$ cat config.mk
export PLATFORM = sky130hd
export DESIGN_NAME = xgmii_ifg_monitor
export DESIGN_NICKNAME = d
export VERILOG_FILES = /design/src/rtl/ifg_pkg.sv /design/src/rtl/ifg_lane_class.sv /design/src/rtl/ifg_lane_step.sv /design/src/rtl/xgmii_ifg_monitor.sv
export SDC_FILE = /design/constraint.sdc
export NUM_CORES = 1
export LEC_CHECK = 0
export ABC_AREA = 1
export BUFFER_PORTS_ARGS = -buffer_cell sky130_fd_sc_hd__buf_4
export CAP_MARGIN = 20
export CORE_AREA = 2 2 133 135
export CTS_BUF_LIST = sky130_fd_sc_hd__clkbuf_4 sky130_fd_sc_hd__clkbuf_8 sky130_fd_sc_hd__clkbuf_16
export CTS_CLUSTER_DIAMETER = 200
export DETAILED_ROUTE_END_ITERATION = 8
export DIE_AREA = 0 0 135 137
export GPL_TIMING_DRIVEN = 1
export PLACE_DENSITY_LB_ADDON = 0.2
export SYNTH_ARGS = -nofsm -noshare
export SYNTH_HDL_FRONTEND = slang
export SYNTH_HIERARCHICAL = 1
export SYNTH_SLANG_ARGS = --single-unit
$ cat constraint.sdc
create_clock -name clk_i -period 13.7 [get_ports clk_i]
set_input_delay 1.37 -clock clk_i [delete_from_list [all_inputs] [get_ports clk_i]]
set_output_delay 1.37 -clock clk_i [all_outputs]
set_load 0.1 [all_outputs]
$ cat src/rtl/ifg_pkg.sv
package ifg_pkg;

  localparam logic [7:0] CH_IDLE  = 8'h07;
  localparam logic [7:0] CH_START = 8'hFB;
  localparam logic [7:0] CH_TERM  = 8'hFD;

  typedef enum logic [2:0] {
    K_DATA,
    K_IDLE,
    K_START,
    K_TERM,
    K_CTRL_OTHER
  } lane_kind_e;

endpackage

$ cat src/rtl/ifg_lane_class.sv
module ifg_lane_class
  import ifg_pkg::*;
(
  input  logic       ctl_i,
  input  logic [7:0] byte_i,
  output lane_kind_e kind_o
);

  always_comb begin
    if (!ctl_i)                 kind_o = K_DATA;
    else if (byte_i == CH_IDLE)  kind_o = K_IDLE;
    else if (byte_i == CH_START) kind_o = K_START;
    else if (byte_i == CH_TERM)  kind_o = K_TERM;
    else                         kind_o = K_CTRL_OTHER;
  end

endmodule

$ cat src/rtl/ifg_lane_step.sv
module ifg_lane_step
  import ifg_pkg::*;
#(
  parameter int GAP_W   = 8,
  parameter int DEF_W   = 2,
  parameter int MIN_GAP = 12,
  parameter int DEF_MAX = 3,
  parameter bit DIC_EN  = 1'b1
) (
  input  lane_kind_e       kind_i,
  input  logic             in_frame_i,
  input  logic [GAP_W-1:0] gap_i,
  input  logic [DEF_W-1:0] def_i,
  output logic             in_frame_o,
  output logic [GAP_W-1:0] gap_o,
  output logic [DEF_W-1:0] def_o,
  output logic             start_o,
  output logic             viol_o
);

  localparam int SW = GAP_W + DEF_W + 2;
  localparam logic [GAP_W-1:0] GAP_MAX = '1;
  localparam logic [SW-1:0] MIN_X  = SW'(MIN_GAP);
  localparam logic [SW-1:0] DMAX_X = SW'(DEF_MAX);

  logic [SW-1:0]    gap_x, def_x;
  logic [DEF_W-1:0] def_chk;
  logic             viol_chk;

  assign gap_x = SW'(gap_i);
  assign def_x = SW'(def_i);

  generate
    if (DIC_EN) begin : g_dic
      logic [SW-1:0] sum_x, exc_x;
      always_comb begin
        sum_x    = def_x + (MIN_X - gap_x);
        exc_x    = gap_x - MIN_X;
        def_chk  = def_i;
        viol_chk = 1'b0;
        if (gap_x < MIN_X) begin
          if (sum_x > DMAX_X) begin
            viol_chk = 1'b1;
            def_chk  = DEF_W'(DEF_MAX);
          end else begin
            def_chk  = DEF_W'(sum_x);
          end
        end else if (gap_x > MIN_X) begin
          def_chk = (exc_x >= def_x) ? '0 : DEF_W'(def_x - exc_x);
        end
      end
    end else begin : g_strict
      assign def_chk  = def_i;
      assign viol_chk = (gap_x < MIN_X);
    end
  endgenerate

  always_comb begin
    in_frame_o = in_frame_i;
    gap_o      = gap_i;
    def_o      = def_i;
    start_o    = 1'b0;
    viol_o     = 1'b0;
    unique case (kind_i)
      K_IDLE: begin
        if (!in_frame_i && gap_i != GAP_MAX) gap_o = gap_i + 1'b1;
      end
      K_TERM: begin
        if (in_frame_i) begin
          in_frame_o = 1'b0;
          gap_o      = GAP_W'(1);
        end
      end
      K_START: begin
        if (!in_frame_i) begin
          in_frame_o = 1'b1;
          gap_o      = '0;
          def_o      = def_chk;
          start_o    = 1'b1;
          viol_o     = viol_chk;
        end
      end
      default: ;
    endcase
  end

endmodule

$ cat src/rtl/xgmii_ifg_monitor.sv
module xgmii_ifg_monitor
  import ifg_pkg::*;
#(
  parameter int LANES    = 8,
  parameter int GAP_W    = 8,
  parameter int MIN_GAP  = 12,
  parameter int DEF_MAX  = 3,
  parameter bit DIC_EN   = 1'b1,
  parameter int GAP_INIT = 15,
  parameter int CNT_W    = 16
) (
  input  logic               clk_i,
  input  logic               rst_ni,
  input  logic [LANES-1:0]   xgmii_ctl_i,
  input  logic [LANES*8-1:0] xgmii_data_i,
  output logic [GAP_W-1:0]   gap_o,
  output logic               gap_valid_o,
  output logic               viol_o,
  output logic [CNT_W-1:0]   frame_cnt_o
);

  localparam int DEF_W = (DEF_MAX > 0) ? $clog2(DEF_MAX + 1) : 1;
  localparam int SC_W  = $clog2(LANES + 1);

  logic             in_frame_q;
  logic [GAP_W-1:0] gap_q;
  logic [DEF_W-1:0] def_q;

  logic [LANES:0]   fr_c;
  logic [GAP_W-1:0] gap_c [LANES+1];
  logic [DEF_W-1:0] def_c [LANES+1];
  logic [LANES-1:0] start_v, viol_v;
  logic [GAP_W-1:0] meas_gap;
  logic [SC_W-1:0]  n_start;

  assign fr_c[0]  = in_frame_q;
  assign gap_c[0] = gap_q;
  assign def_c[0] = def_q;

  generate
    for (genvar l = 0; l < LANES; l++) begin : g_lane
      lane_kind_e kind;
      ifg_lane_class i_class (
        .ctl_i  (xgmii_ctl_i[l]),
        .byte_i (xgmii_data_i[8*l +: 8]),
        .kind_o (kind)
      );
      ifg_lane_step #(
        .GAP_W   (GAP_W),
        .DEF_W   (DEF_W),
        .MIN_GAP (MIN_GAP),
        .DEF_MAX (DEF_MAX),
        .DIC_EN  (DIC_EN)
      ) i_step (
        .kind_i     (kind),
        .in_frame_i (fr_c[l]),
        .gap_i      (gap_c[l]),
        .def_i      (def_c[l]),
        .in_frame_o (fr_c[l+1]),
        .gap_o      (gap_c[l+1]),
        .def_o      (def_c[l+1]),
        .start_o    (start_v[l]),
        .viol_o     (viol_v[l])
      );
    end
  endgenerate

  // last start in the word wins
  always_comb begin
    meas_gap = gap_o;
    for (int l = 0; l < LANES; l++) begin
      if (start_v[l]) meas_gap = gap_c[l];
    end
  end

  assign n_start = SC_W'($countones(start_v));

  always_ff @(posedge clk_i or negedge rst_ni) begin
    if (!rst_ni) begin
      in_frame_q  <= 1'b0;
      gap_q       <= GAP_W'(GAP_INIT);
      def_q       <= '0;
      gap_o       <= '0;
      gap_valid_o <= 1'b0;
      viol_o      <= 1'b0;
      frame_cnt_o <= '0;
    end else begin
      in_frame_q  <= fr_c[LANES];
      gap_q       <= gap_c[LANES];
      def_q       <= def_c[LANES];
      gap_o       <= meas_gap;
      gap_valid_o <= |start_v;
      viol_o      <= |viol_v;
      frame_cnt_o <= frame_cnt_o + CNT_W'(n_start);
    end
  end

endmodule

==> impl_metrics.toml <==
[status]
status = "finished, final reports clean"

[floorplanning]
fp.dieArea_um2 = 18500
start_util_pct = 61.8
ioPinCount = 100
rows = 48
core_area_um2 = 17100
dieWidth_um = 135
die_y_um = 137

[routing]
wl_um = 28200
viasPerCell = 5.35
wire_per_inst_um = 13.0
first_pass_iters = 6
drcViolationCount = 0
postRouteAntennaNets = 0
drtIter0Drc = 850
vias = 11613

[critical_path]
critPathLaunchType = "input pin"
r2r-end = "viol_o$_DFF_PN0_"
cp_common_cell = "nand2_1"
path_class = "in -> reg"
r2r-start = "gap_q[0]$_DFF_PN1_"
arrival_ns = 12.70
rrSetupSlack_ns = 1.67
cpPeakStageDelay_ns = 0.48
endpoint_kind = "flip-flop"
cp_max_fo = 9
worstPathRequired_ns = 13.85
critPathSlowestCell = "o21ai_1"
r2r_cells = 90

[yosys]
synthDistinctLibCells = 45
netlist_area_um2 = 10500
ys_seq_area_share_pct = 8.83
synthFlopType = "dfrtp_1"
yosys-top-cells-count = "nand2_1, inv_1, nor2_1"
avgSynthCellArea_um2 = 5.71
synth_fp_nets = 1995
synth_top_area_share_pct = 18.9
synthTopCellsByArea = "nand2_1, inv_1, dfrtp_1"
synthCells = 1846
synth_enable_flop_cells = 0
yosysMostFrequentCell = "nand2_1"
ys_seq_elements = 37
yosysWarnings = 6
async_flop_share_pct = 100
synth_top_cell_by_area = "nand2_1"

[place]
port_buffers = 99
dp_hpwl_um = 23200
place_area_um2 = 11500
placedCellCount = 2160
place_congestion = 0.980

[timing]
fin_crit_ns = 12.55
rsz0062_at_grt = "no"
slew_headroom_pct = 41.9
max_freq_mhz = 79.7
finalHoldViolations = 0
slew_violations = 0
fin_worst_skew_ns = 0.00390
finalSetupViolations = 0
period_share_pct = 91.6
final.setup.tns_ns = 0
worst_slew_pin_slew_ns = 0.866

[hold_path]
hold_class = "reg -> reg"
hold_start = "frame_cnt_o[15]$_DFF_PN0_"
hold-path-cell-count = 1
holdPathEnd = "frame_cnt_o[15]$_DFF_PN0_"

[flow_run]
max-cap-violations = 0

[global_route]
antenna_found_initial = 0
grt_pass1_wl_um = 47200
grt_max_degree = 38
grtUsageTotal_pct = 30.3
overflow = 0
grt_pass1_vias = 10660

[clock_tree]
clock-root-buffer = "clkbuf_16"
tritoncts = "built"
clk-insertion-delay-late_ns = 0.28
cts_sinks = 37
clk_path_buf_depth = 2
h-tree-depth = 2
cts.clk_slew.worst_paths_ns = 0.06
numCtsBuffers = 5
postCtsHoldBufs = 0

[finish]
nets = 2093
drive_above_1_share_pct = 19.1
syn_to_final_growth_pct = 11.0
finalInstanceArea_um2 = 11700
diodes = 0
final_util_pct = 68.6
stdcell_count = 2170

[power]
leakagePower_nw = 5.95
power_density_nw_per_um2 = 45.8
vdd_drop_max_mv = 0.0456
sequential cells by signal, indices dropped and copies added (netlist names):
name	flops
gap_valid_o	1
in_frame_q	1
frame_cnt_o	16
gap_o	8
gap_q	8
def_q	2
viol_o	1
cell usage in the layout (no fill, tap or decap), drive strengths merged, types with 18 or more instances in the layout:
| master | count |
|---|---|
| nand2 | 575 |
| inv | 346 |
| nor2 | 275 |
| nand3 | 162 |
| buf | 115 |
| o21ai | 98 |
| a21oi | 79 |
| ha | 62 |
| xor2 | 49 |
| dfrtp | 33 |
| nor3 | 31 |
| nand4 | 18 |
through the flow:
step / worst slack, ns / total power, mW / hold WS (ns)
final: 1.15 / 0.536 / 0.473
after floorplan: 2.29 / 0.317 / 0.808
after global placement: 0.957 / 0.376 / 0.461
after CTS: 0.926 / 0.532 / 0.476
after detailed placement: 0.716 / 0.381 / 0.464
after global routing: 0.0677 / 0.575 / 0.494
cells by family after synthesis:
| group | count (synthesis) | share of synthesized area (%) |
|---|---|---|
| DFF | 37 | 8.83 |
| buffers and inverters | 372 | 14.6 |
| adders and majority gates | 75 | 9.83 |
| and+or+nand+nor | 1072 | 47.3 |
| AOI/OAI and AO/OA | 237 | 15.0 |
| xor gates and xnor gates | 53 | 4.40 |
what timing repair did:
action | CTS | global route
setup buffers | 0 | 2
endpoints found under the setup margin | 0 | 3
gates resized for setup | 0 | 8
report_power, final:
part           internal, mW  switching [mW]  total [mW]
Combinational        0.0933           0.178       0.271
Sequential            0.111         0.00275       0.114
Clock                 0.105          0.0456       0.150
worst max-delay path, delay by kind of cell:
family / cells / cell delay (ns)
buffers and inverters: 10 / 0.93
adders and majority gates: 11 / 3.70
and+or+nand+nor: 56 / 4.55
AOI/OAI and AO/OA: 9 / 1.93
xor gates and xnor gates: 1 / 0.18
area by class of cell:
cell class	count	area, um2
sequential	37	931
clock inverter	3	68.8
timing repair buffer	115	863
inverter	348	1330
fill	1612	5360
multi-input combinational	1437	8100
tap	225	282
clock buffer	5	125
how the worst max path moves through the flow:
stage                          from          endpoint  slack (ns)  depth (start not counted)
global route        xgmii_data_i[2]  viol_o$_DFF_PN0_        0.07                         95
CTS                 xgmii_data_i[1]  viol_o$_DFF_PN0_        0.93                         94
floorplan           xgmii_data_i[0]  viol_o$_DFF_PN0_        2.29                         90
finish              xgmii_data_i[1]  viol_o$_DFF_PN0_        1.15                         87
global placement    xgmii_data_i[2]  viol_o$_DFF_PN0_        0.96                         94
detailed placement  xgmii_data_i[1]  viol_o$_DFF_PN0_        0.72                         94
routing by layer:
metal	vias to the layer above	wire, um	part of all wire (%)	global-route usage, %
li1	5983	-	-	-
met1	5156	12600	45	39.5
met2	389	13300	47	52.9
met3	85	1480	5.2	2.04
met4	0	935	3.3	11.3
met5	-	0	0	0
Power figures use the tool's default switching activity.
